**src/rtl/mcc_pkg.sv**
```systemverilog
package mcc_pkg;
  localparam logic [1:0] SZ_BYTE = 2'b00;
  localparam logic [1:0] SZ_HALF = 2'b01;
  localparam logic [1:0] SZ_WORD = 2'b10;

  typedef enum logic [1:0] {
    CYC_NSEQ  = 2'b00,
    CYC_SEQ   = 2'b01,
    CYC_IDLE  = 2'b10,
    CYC_COPRO = 2'b11
  } cyc_e;

  function automatic cyc_e classify(input logic mreq_n, input logic seq);
    return cyc_e'({mreq_n, seq});
  endfunction

  // narrow data copied across the bus, lane chosen by offset
  function automatic logic [31:0] spread(input logic [31:0] d, input logic [1:0] sz,
                                         input logic [1:0] off);
    logic [31:0] r;
    case (sz)
      SZ_BYTE: r = {4{d[8*off +: 8]}};
      SZ_HALF: r = {2{d[16*off[1] +: 16]}};
      default: r = d;
    endcase
    return r;
  endfunction
endpackage

```
**src/rtl/mcc_decode.sv**
```systemverilog
module mcc_decode import mcc_pkg::*; #(
  parameter int AW = 32
) (
  input  logic          clk_i,
  input  logic          rst_ni,
  input  logic          mreq_ni,
  input  logic          seq_i,
  input  logic [AW-1:0] addr_i,
  input  logic          write_i,
  input  logic          lock_i,
  output logic          wait_o,
  output logic          done_o
);
  cyc_e          cyc;
  logic          req;
  logic          seq_hit;
  logic          lock_hit;
  logic          fast;
  logic [AW-1:0] last_q;
  logic          valid_q;
  logic          setup_q;
  logic          lkrd_q;

  assign cyc      = classify(mreq_ni, seq_i);
  assign req      = (cyc == CYC_NSEQ) || (cyc == CYC_SEQ);
  assign seq_hit  = (cyc == CYC_SEQ) && valid_q &&
                    (addr_i == last_q || addr_i == last_q + AW'(2) || addr_i == last_q + AW'(4));
  assign lock_hit = (cyc == CYC_NSEQ) && valid_q && lkrd_q && lock_i && write_i &&
                    (addr_i == last_q);
  assign fast     = seq_hit || lock_hit;
  assign wait_o   = req && !fast && !setup_q;
  assign done_o   = req && !wait_o;

  always_ff @(posedge clk_i or negedge rst_ni) begin
    if (!rst_ni) begin
      last_q  <= '0;
      valid_q <= 1'b0;
      setup_q <= 1'b0;
      lkrd_q  <= 1'b0;
    end else begin
      setup_q <= wait_o;
      if (done_o) begin
        last_q  <= addr_i;
        valid_q <= 1'b1;
        lkrd_q  <= lock_i && !write_i;
      end
    end
  end

  p_idle_nowait_r1: assert property (@(posedge clk_i) disable iff (!rst_ni)
    mreq_ni |-> !wait_o);
  p_wait_single_r2: assert property (@(posedge clk_i) disable iff (!rst_ni)
    wait_o |=> !wait_o);
  p_seq_word_fast_r3: assert property (@(posedge clk_i) disable iff (!rst_ni)
    (!mreq_ni && seq_i && valid_q && addr_i == last_q + AW'(4)) |-> !wait_o);
  p_cold_seq_slow_r4: assert property (@(posedge clk_i) disable iff (!rst_ni)
    (!mreq_ni && seq_i && !valid_q && !setup_q) |-> wait_o);
endmodule

```
**src/rtl/mcc_lanes.sv**
```systemverilog
module mcc_lanes import mcc_pkg::*; (
  input  logic [1:0] off_i,
  input  logic [1:0] size_i,
  output logic [3:0] be_o,
  output logic       mis_o
);
  always_comb begin
    be_o  = 4'b0000;
    mis_o = 1'b0;
    case (size_i)
      SZ_BYTE: be_o = 4'b0001 << off_i;
      SZ_HALF: begin
        be_o  = off_i[1] ? 4'b1100 : 4'b0011;
        mis_o = off_i[0];
      end
      SZ_WORD: begin
        be_o  = 4'b1111;
        mis_o = (off_i != 2'b00);
      end
      default: mis_o = 1'b1;
    endcase
  end
endmodule

```
**src/rtl/mcc_ram.sv**
```systemverilog
module mcc_ram #(
  parameter int DEPTH = 64,
  localparam int IW   = $clog2(DEPTH)
) (
  input  logic          clk_i,
  input  logic [3:0]    we_i,
  input  logic [IW-1:0] idx_i,
  input  logic [31:0]   wdata_i,
  output logic [31:0]   rdata_o
);
  for (genvar k = 0; k < 4; k++) begin : g_lane
    logic [7:0] mem [DEPTH];
    always_ff @(posedge clk_i) begin
      if (we_i[k]) mem[idx_i] <= wdata_i[8*k +: 8];
    end
    assign rdata_o[8*k +: 8] = mem[idx_i];
  end
endmodule

```
**src/rtl/mem_cycle_ctrl.sv**
```systemverilog
module mem_cycle_ctrl import mcc_pkg::*; #(
  parameter int DEPTH_WORDS = 64,
  localparam int IW         = $clog2(DEPTH_WORDS)
) (
  input  logic        clk_i,
  input  logic        rst_ni,
  input  logic        mreq_ni,
  input  logic        seq_i,
  input  logic [31:0] addr_i,
  input  logic [1:0]  size_i,
  input  logic        write_i,
  input  logic        lock_i,
  input  logic [31:0] wdata_i,
  output logic [31:0] rdata_o,
  output logic        wait_o,
  output logic        abort_o,
  output logic [3:0]  lane_o
);
  logic        done;
  logic [3:0]  be;
  logic        mis;
  logic        ok;
  logic [31:0] ram_rd;

  mcc_decode #(.AW(32)) i_decode (
    .clk_i   (clk_i),
    .rst_ni  (rst_ni),
    .mreq_ni (mreq_ni),
    .seq_i   (seq_i),
    .addr_i  (addr_i),
    .write_i (write_i),
    .lock_i  (lock_i),
    .wait_o  (wait_o),
    .done_o  (done)
  );

  mcc_lanes i_lanes (
    .off_i  (addr_i[1:0]),
    .size_i (size_i),
    .be_o   (be),
    .mis_o  (mis)
  );

  assign ok = done && !mis;

  mcc_ram #(.DEPTH(DEPTH_WORDS)) i_ram (
    .clk_i   (clk_i),
    .we_i    ((ok && write_i) ? be : 4'b0000),
    .idx_i   (addr_i[IW+1:2]),
    .wdata_i (spread(wdata_i, size_i, 2'b00)),
    .rdata_o (ram_rd)
  );

  assign abort_o = done && mis;
  assign lane_o  = ok ? be : 4'b0000;
  assign rdata_o = (ok && !write_i) ? spread(ram_rd, size_i, addr_i[1:0]) : 32'd0;

  p_idle_quiet_r1: assert property (@(posedge clk_i) disable iff (!rst_ni)
    mreq_ni |-> (lane_o == 4'b0000 && !abort_o));
  p_wait_nolane_r2: assert property (@(posedge clk_i) disable iff (!rst_ni)
    wait_o |-> (lane_o == 4'b0000 && rdata_o == 32'd0));
  p_abort_quiet_r5: assert property (@(posedge clk_i) disable iff (!rst_ni)
    abort_o |-> (lane_o == 4'b0000 && rdata_o == 32'd0));
  p_byte_lane_r6: assert property (@(posedge clk_i) disable iff (!rst_ni)
    (!mreq_ni && !wait_o && size_i == SZ_BYTE) |-> $countones(lane_o) == 1);
endmodule

```
**config.mk**
```make
export PLATFORM = sky130hd
export DESIGN_NAME = mem_cycle_ctrl
export DESIGN_NICKNAME = d
export VERILOG_FILES = /design/src/rtl/mcc_pkg.sv /design/src/rtl/mcc_decode.sv /design/src/rtl/mcc_lanes.sv /design/src/rtl/mcc_ram.sv /design/src/rtl/mem_cycle_ctrl.sv
export SDC_FILE = /design/constraint.sdc
export NUM_CORES = 2
export LEC_CHECK = 0
export CELL_PAD_IN_SITES_DETAIL_PLACEMENT = 0
export CELL_PAD_IN_SITES_GLOBAL_PLACEMENT = 1
export CORE_MARGIN = 2
export CORE_UTILIZATION = 45
export CTS_BUF_LIST = sky130_fd_sc_hd__clkbuf_16
export CTS_CLUSTER_DIAMETER = 200
export DETAILED_ROUTE_END_ITERATION = 8
export DONT_BUFFER_PORTS = 1
export HOLD_SLACK_MARGIN = 0.1
export MAX_ROUTING_LAYER = met4
export PLACE_DENSITY_LB_ADDON = 0.3
export SETUP_SLACK_MARGIN = 0.05
export SYNTH_ARGS = -nofsm -noshare
export SYNTH_HDL_FRONTEND = slang
export SYNTH_SLANG_ARGS = --single-unit
```
**constraint.sdc**
```tcl
create_clock -name clk_i -period 4.3 [get_ports clk_i]
set_input_delay 0.215 -clock clk_i [delete_from_list [all_inputs] [get_ports clk_i]]
set_output_delay 0.215 -clock clk_i [all_outputs]
set_load 0.005 [all_outputs]
```
---- Word-level counts from Yosys, hierarchy flattened ----
Memory sizes are Yosys's and may differ from the RTL's.
Index checks and enable logic that the tools add are counted.
operators by class
  mux-type cells .......................... 16
  reductions and logical operators ........ 27
  equality and inequality tests ........... 6
  add/subtract/negate cells ............... 2
  shifts and indexed selects .............. 3
operators by type and width
  cell                                                                    count
  32-bit case mux with 2 select lines                                     2
  32-bit equality test                                                    3
  32-bit by 2-bit adder with 32-bit output (second input constant)        1
  32-bit by 3-bit adder with 32-bit output (second input constant)        1
  32-bit 2-to-1 mux                                                       1
  32-bit by 6-bit variable part select with 16-bit output                 1
  32-bit by 6-bit variable part select with 8-bit output                  1
  1-bit logical AND                                                       15
  4-bit 2-to-1 mux                                                        3
  4-bit case mux with 3 select lines                                      1
  1-bit 2-to-1 mux                                                        8
  1-bit logical NOT                                                       5
  2-bit by 1-bit equality test with 1-bit output (second input constant)  2
  2-bit logical NOT                                                       2
  1-bit logical OR                                                        4
  1-bit by 2-bit << shifter with 4-bit output (first input constant)      1
  1-bit case mux with 3 select lines                                      1
  2-bit equality test (second input constant)                             1
  2-bit nonzero test                                                      1
word-level totals
  bits of input ports ..................... 72
  bits in writable memories ............... 2,048
  output and inout port bits .............. 38
  memories ................................ 4
  flip-flop bits (word level) ............. 35
memory list
  memory               depth  bits a word  rd ports  clocked after Yosys merged registers in  wr ports  RTL line       source
  i_ram.g_lane[0].mem  64     8            1         0                                        1         mcc_ram.sv:12  logic [7:0] mem [DEPTH];
  i_ram.g_lane[1].mem  64     8            1         0                                        1         mcc_ram.sv:12
  i_ram.g_lane[2].mem  64     8            1         0                                        1         mcc_ram.sv:12
  i_ram.g_lane[3].mem  64     8            1         0                                        1         mcc_ram.sv:12

---- Logic depth before layout (Yosys ltp) ----
  word-level depth ........................ 17
  depth in mapped cells ................... 16
  mapped depth without buffers ............ 10

---- Cells and area by module ----
Synthesis repeated with hierarchy kept, for this count alone.
unflattened totals
  cells, all modules ...................... 5,061
  area total of the unflattened synthesis .. 83,109.7 sq um
by module, submodules not included
  module          seq. area each (sq um)  instances  cells an instance  area each (sq um)
  mcc_ram         61,499.0                1          4,495              78,437.7
  mcc_decode      875.8                   1          375                3,296.9
  mem_cycle_ctrl  0.0                     1          180                1,308.8
  mcc_lanes       0.0                     1          11                 66.3

---- Least setup slack after synthesis ----
No wires, ideal clock.
  path kind ............................... input -> register
  from .................................... input port size_i[0]
  to ...................................... memory i_ram.g_lane[3].mem[0][3] (data pin)
  library setup time ...................... 0.702 ns
  data arrival time ....................... 3.847 ns
  setup slack ............................. -0.249 ns
  data required time ...................... 3.598 ns
  stages on the path ...................... 5
  path buffers ............................ 3
  path through ............................ clkbuf_1 -> buf_1 -> clkbuf_1 -> mux2i_1 -> o21ai_0
between the ends
  cells in the longest elaborated chain, start to end .. 2
RTL lines
  element                                                                              RTL line              source
  start, declared                                                                      mem_cycle_ctrl.sv:10  input logic [1:0] size_i,
  2-bit by 1-bit equality test with 1-bit output or 2-bit logical NOT (tied branches)  mcc_pkg.sv:21         case (sz)
  32-bit case mux with 2 select lines (*)                                              mcc_pkg.sv:21
  named net i_ram.wdata_i[27]                                                          mcc_ram.sv:8          input logic [31:0] wdata_i,
  end, declared                                                                        mcc_ram.sv:12
The timed path passes the listed nets; every way through them passes the cells marked *.

---- Worst setup path after layout ----
  from .................................... input port addr_i[2]
  to ...................................... output port rdata_o[24]
between the ends
  cells in the longest elaborated chain, start to end .. 13
RTL lines
  element                                                                          RTL line              source
  start, declared                                                                  mem_cycle_ctrl.sv:9   input logic [31:0] addr_i,
  parallel branches: the longest is 12 deep, another holds memory read 64 x 8 bit  n/a
  32-bit 2-to-1 mux (*)                                                            mem_cycle_ctrl.sv:56  assign rdata_o = (ok && !write_i) ? spread(ram_rd, size_i, addr_i[1:0]) : 32'd0;
  end, declared                                                                    mem_cycle_ctrl.sv:14  output logic [31:0] rdata_o,
Mark *: on every way between the ends.

==> metrics.cfg <==
[timing]
setup-violations-final=48
tightestPinTransition_ps=2353
max_freq_mhz=181.7
hold_viol=0
fin_worst_hold_slack_ps=139.6
min_period_over_period_pct=128.0
fin_crit_ps=5504
finalMaxSlewViolations=213
rsz0062_at_grt=yes
relSlewSlack_pct=-56.87
setup_ws_ps=-1204
fin_worst_skew_ps=60.12
setup_tns_ps=-26140

[power_and_ir_drop]
ir_drop_v=0.0004779
sw_frac_of_total_pct=23.22
clkPwrFrac_pct=40.7
power_switching_mw=10.26
cellPowerDensity_nw_per_um2=436.0
power_frac_seq_pct=51.1
p_leak_nw=33.50
power.internal_mw=33.93
p_comb_share_pct=8.3

[yosys]
synth_xor_area_share_pct=0.5677
synth-simple-area-share_pct=5.265
synth.mux.area_fraction_pct=10.58
synth_flop_cell=edfxtp_1
synth_area_sq_um=84860
synth-compound-area-share_pct=8.204
yosysSeqAreaShare_pct=73.51
ys.warnings.count=0
netlist_top_cells_area=edfxtp_1 (72%), mux4_2 (4.4%), mux2i_1 (3.5%)
synth_area_leader_cell=edfxtp_1
synthDistinctLibCells=81
yosys.cell_count.top_type=edfxtp_1
synth-async-reset-ratio_pct=1.680
syn_avg_cell_area_sq_um=16.62
synth_top_cells_by_count=edfxtp_1 (2048), nor2_1 (332), mux2i_1 (296)
synth-seq-cells=2083
syn_nets=5179
synth_edf_count=2048
synth_top_family_by_area=multiplexers
synthCells=5105
synth_fa_ha_area_share_pct=0.02949
netlist.area_leader.share_pct=72.47

[clock_tree]
cts_tree=done
cts_made_buffers=208
htreeDepth=4
clock_path_buffers=3
cts_num_sinks=2083
clk_pin_slew_ps=70
worstSkewPairLatency_ps=870
clockRootBuffer=clkbuf_16

[global_routing]
grt_pass1_wl_um=414200
grt_max_degree=533
antenna_found_initial=22
grt.overflow.total=0
grt_pass1_vias=51130
track_usage_pct=31.94

[setup_path]
criticalPathCategory=in -> out
endpoint_kind=output pin
crit_path_start_kind=input pin
required_ps=4090
r2r_slack_ps=-20
crit_arrival_ps=5290
crit_path_max_fanout=532

[floorplan]
core-area_sq_um=187600
start_util_pct=45.23
num_io_pins=110
die_w_um=438.2
num_rows=159
die_y_um=438.2
die_area_sq_um=192100

[route]
dr.pass1.iters=8
drtIter0Drc=7930
ant_nets=0
wl_per_cell_um=35.61
wl_um=300900
remaining_drc_errors=0
vias=54120
drt-vias-per-instance=6.406

[placed_design]
hpwl_um=186800
portBuffers=0
gp_congestion=0.9634
placed_area_sq_um=92130

[final_layout]
nFillCells=14890
fin_nets=5819
postLayoutCellArea_sq_um=101300
layout-drive-gt1-share_pct=24.70
syn_to_final_growth_pct=19.43

[hold_path]
hold_class=in -> reg

[outcome]
status=finished, violations left
violations=slew limit, setup timing

[run]
drv_cap=0

cell families after synthesis:
| family | after synthesis |
|---|---|
| AO/OA/AOI/OAI | 969 |
| AND/OR/NAND/NOR | 961 |
| XOR/XNOR | 55 |
| adder cells (fa/ha/maj) | 2 |
| multiplexers | 663 |
| flip-flops | 2083 |
| buffers and inverters | 372 |
flip-flops by register name, summed over array words and instances (netlist names):
| register | cells |
|---|---|
| i_decode.last_q | 32 |
| i_ram.g_lane.mem | 2048 |
| i_decode.setup_q | 1 |
| i_decode.valid_q | 1 |
| i_decode.lkrd_q | 1 |
power groups by stage:
stage / registers, mW / logic, mW / clock network (mW)
2_1_floorplan: 23.0 / 1.85 / 0
3_3_place_gp: 23.0 / 3.12 / 0
3_5_place_dp: 23.0 / 3.14 / 0
4_1_cts: 22.6 / 3.47 / 18.1
5_1_grt: 22.6 / 3.74 / 18.9
6_report: 22.6 / 3.65 / 18.0
metrics by stage:
| stage | cells | power [mW] | util, % | setup slack [ps] |
|---|---|---|---|---|
| after floorplan | 5105 | 24.83 | - | 36.92 |
| after global routing | 8441 | 45.17 | 54.01 | -555.2 |
| after global placement | 7898 | 26.11 | 49.11 | -215.1 |
| final | 8448 | 44.19 | 54.02 | -1204 |
| after CTS | 8401 | 44.11 | 53.59 | -492.8 |
| after detailed placement | 7898 | 26.13 | 49.11 | -147.8 |
critical path, stage by stage:
cell and delay [ps]:
mux4_2 1270, nand2_1 140, a21oi_1 240, or4_1 600, a2111oi_0 410, buf_4 220, mux2i_1 90, mux2_2 320
nor2_1 330, a211oi_4 90, buf_4 150, buf_4 120
final timing paths:
path,start,end,cells past startpoint
min in group asynchronous,rst_ni,i_decode.last_q[25],4
worst min register to register,i_decode.valid_q,i_decode.valid_q,1
max in group asynchronous,rst_ni,i_decode.last_q[13],4
worst min-delay path,wdata_i[14],i_ram.g_lane[1].mem[21][6],1
worst max-delay path,addr_i[2],rdata_o[24],12
worst max register to register,i_decode.last_q[8],i_ram.g_lane[1].mem[26][1],16
cells in the final DEF (no fill, tap or decap), drive strengths merged, types with 151 or more instances in the layout:
cell type	n
edfxtp	2048
mux2	200
buf	693
nor2	332
mux4	167
a21oi	151
nand2	280
a221oi	166
mux2i	296
clkbuf	213
timing repair:
| item | 4_1_cts | 5_1_grt |
|---|---|---|
| buffers inserted | 16 | 10 |
| pin swaps | 9 | 11 |
| endpoints found under the setup margin | 95 | 1378 |
| hold endpoints to repair | 1040 | 0 |
| hold buffers | 102 | 0 |
| resized for setup | 58 | 152 |
| gates cloned | 4 | 0 |
layer usage:
metal	vias up	track usage, %	wire [um]
met5	-	-	0
met2	3580	45.83	133800
met1	27890	41.84	113300
met3	681	8.762	36160
met4	0	16.00	17610
li1	21970	-	-
final cells by class:
class,count,area [sq um],area share (%)
antenna,37,92.59,0.09136
clock buffer,212,5305,5.235
clock inverter,169,1401,1.383
inverter,16,72.57,0.07161
multi-input combinational,2650,21780,21.49
sequential,2083,62380,61.55
tap,2495,3122,3.080
timing repair buffer,786,7199,7.104
No activity file was read; power rests on OpenSTA's default activity.
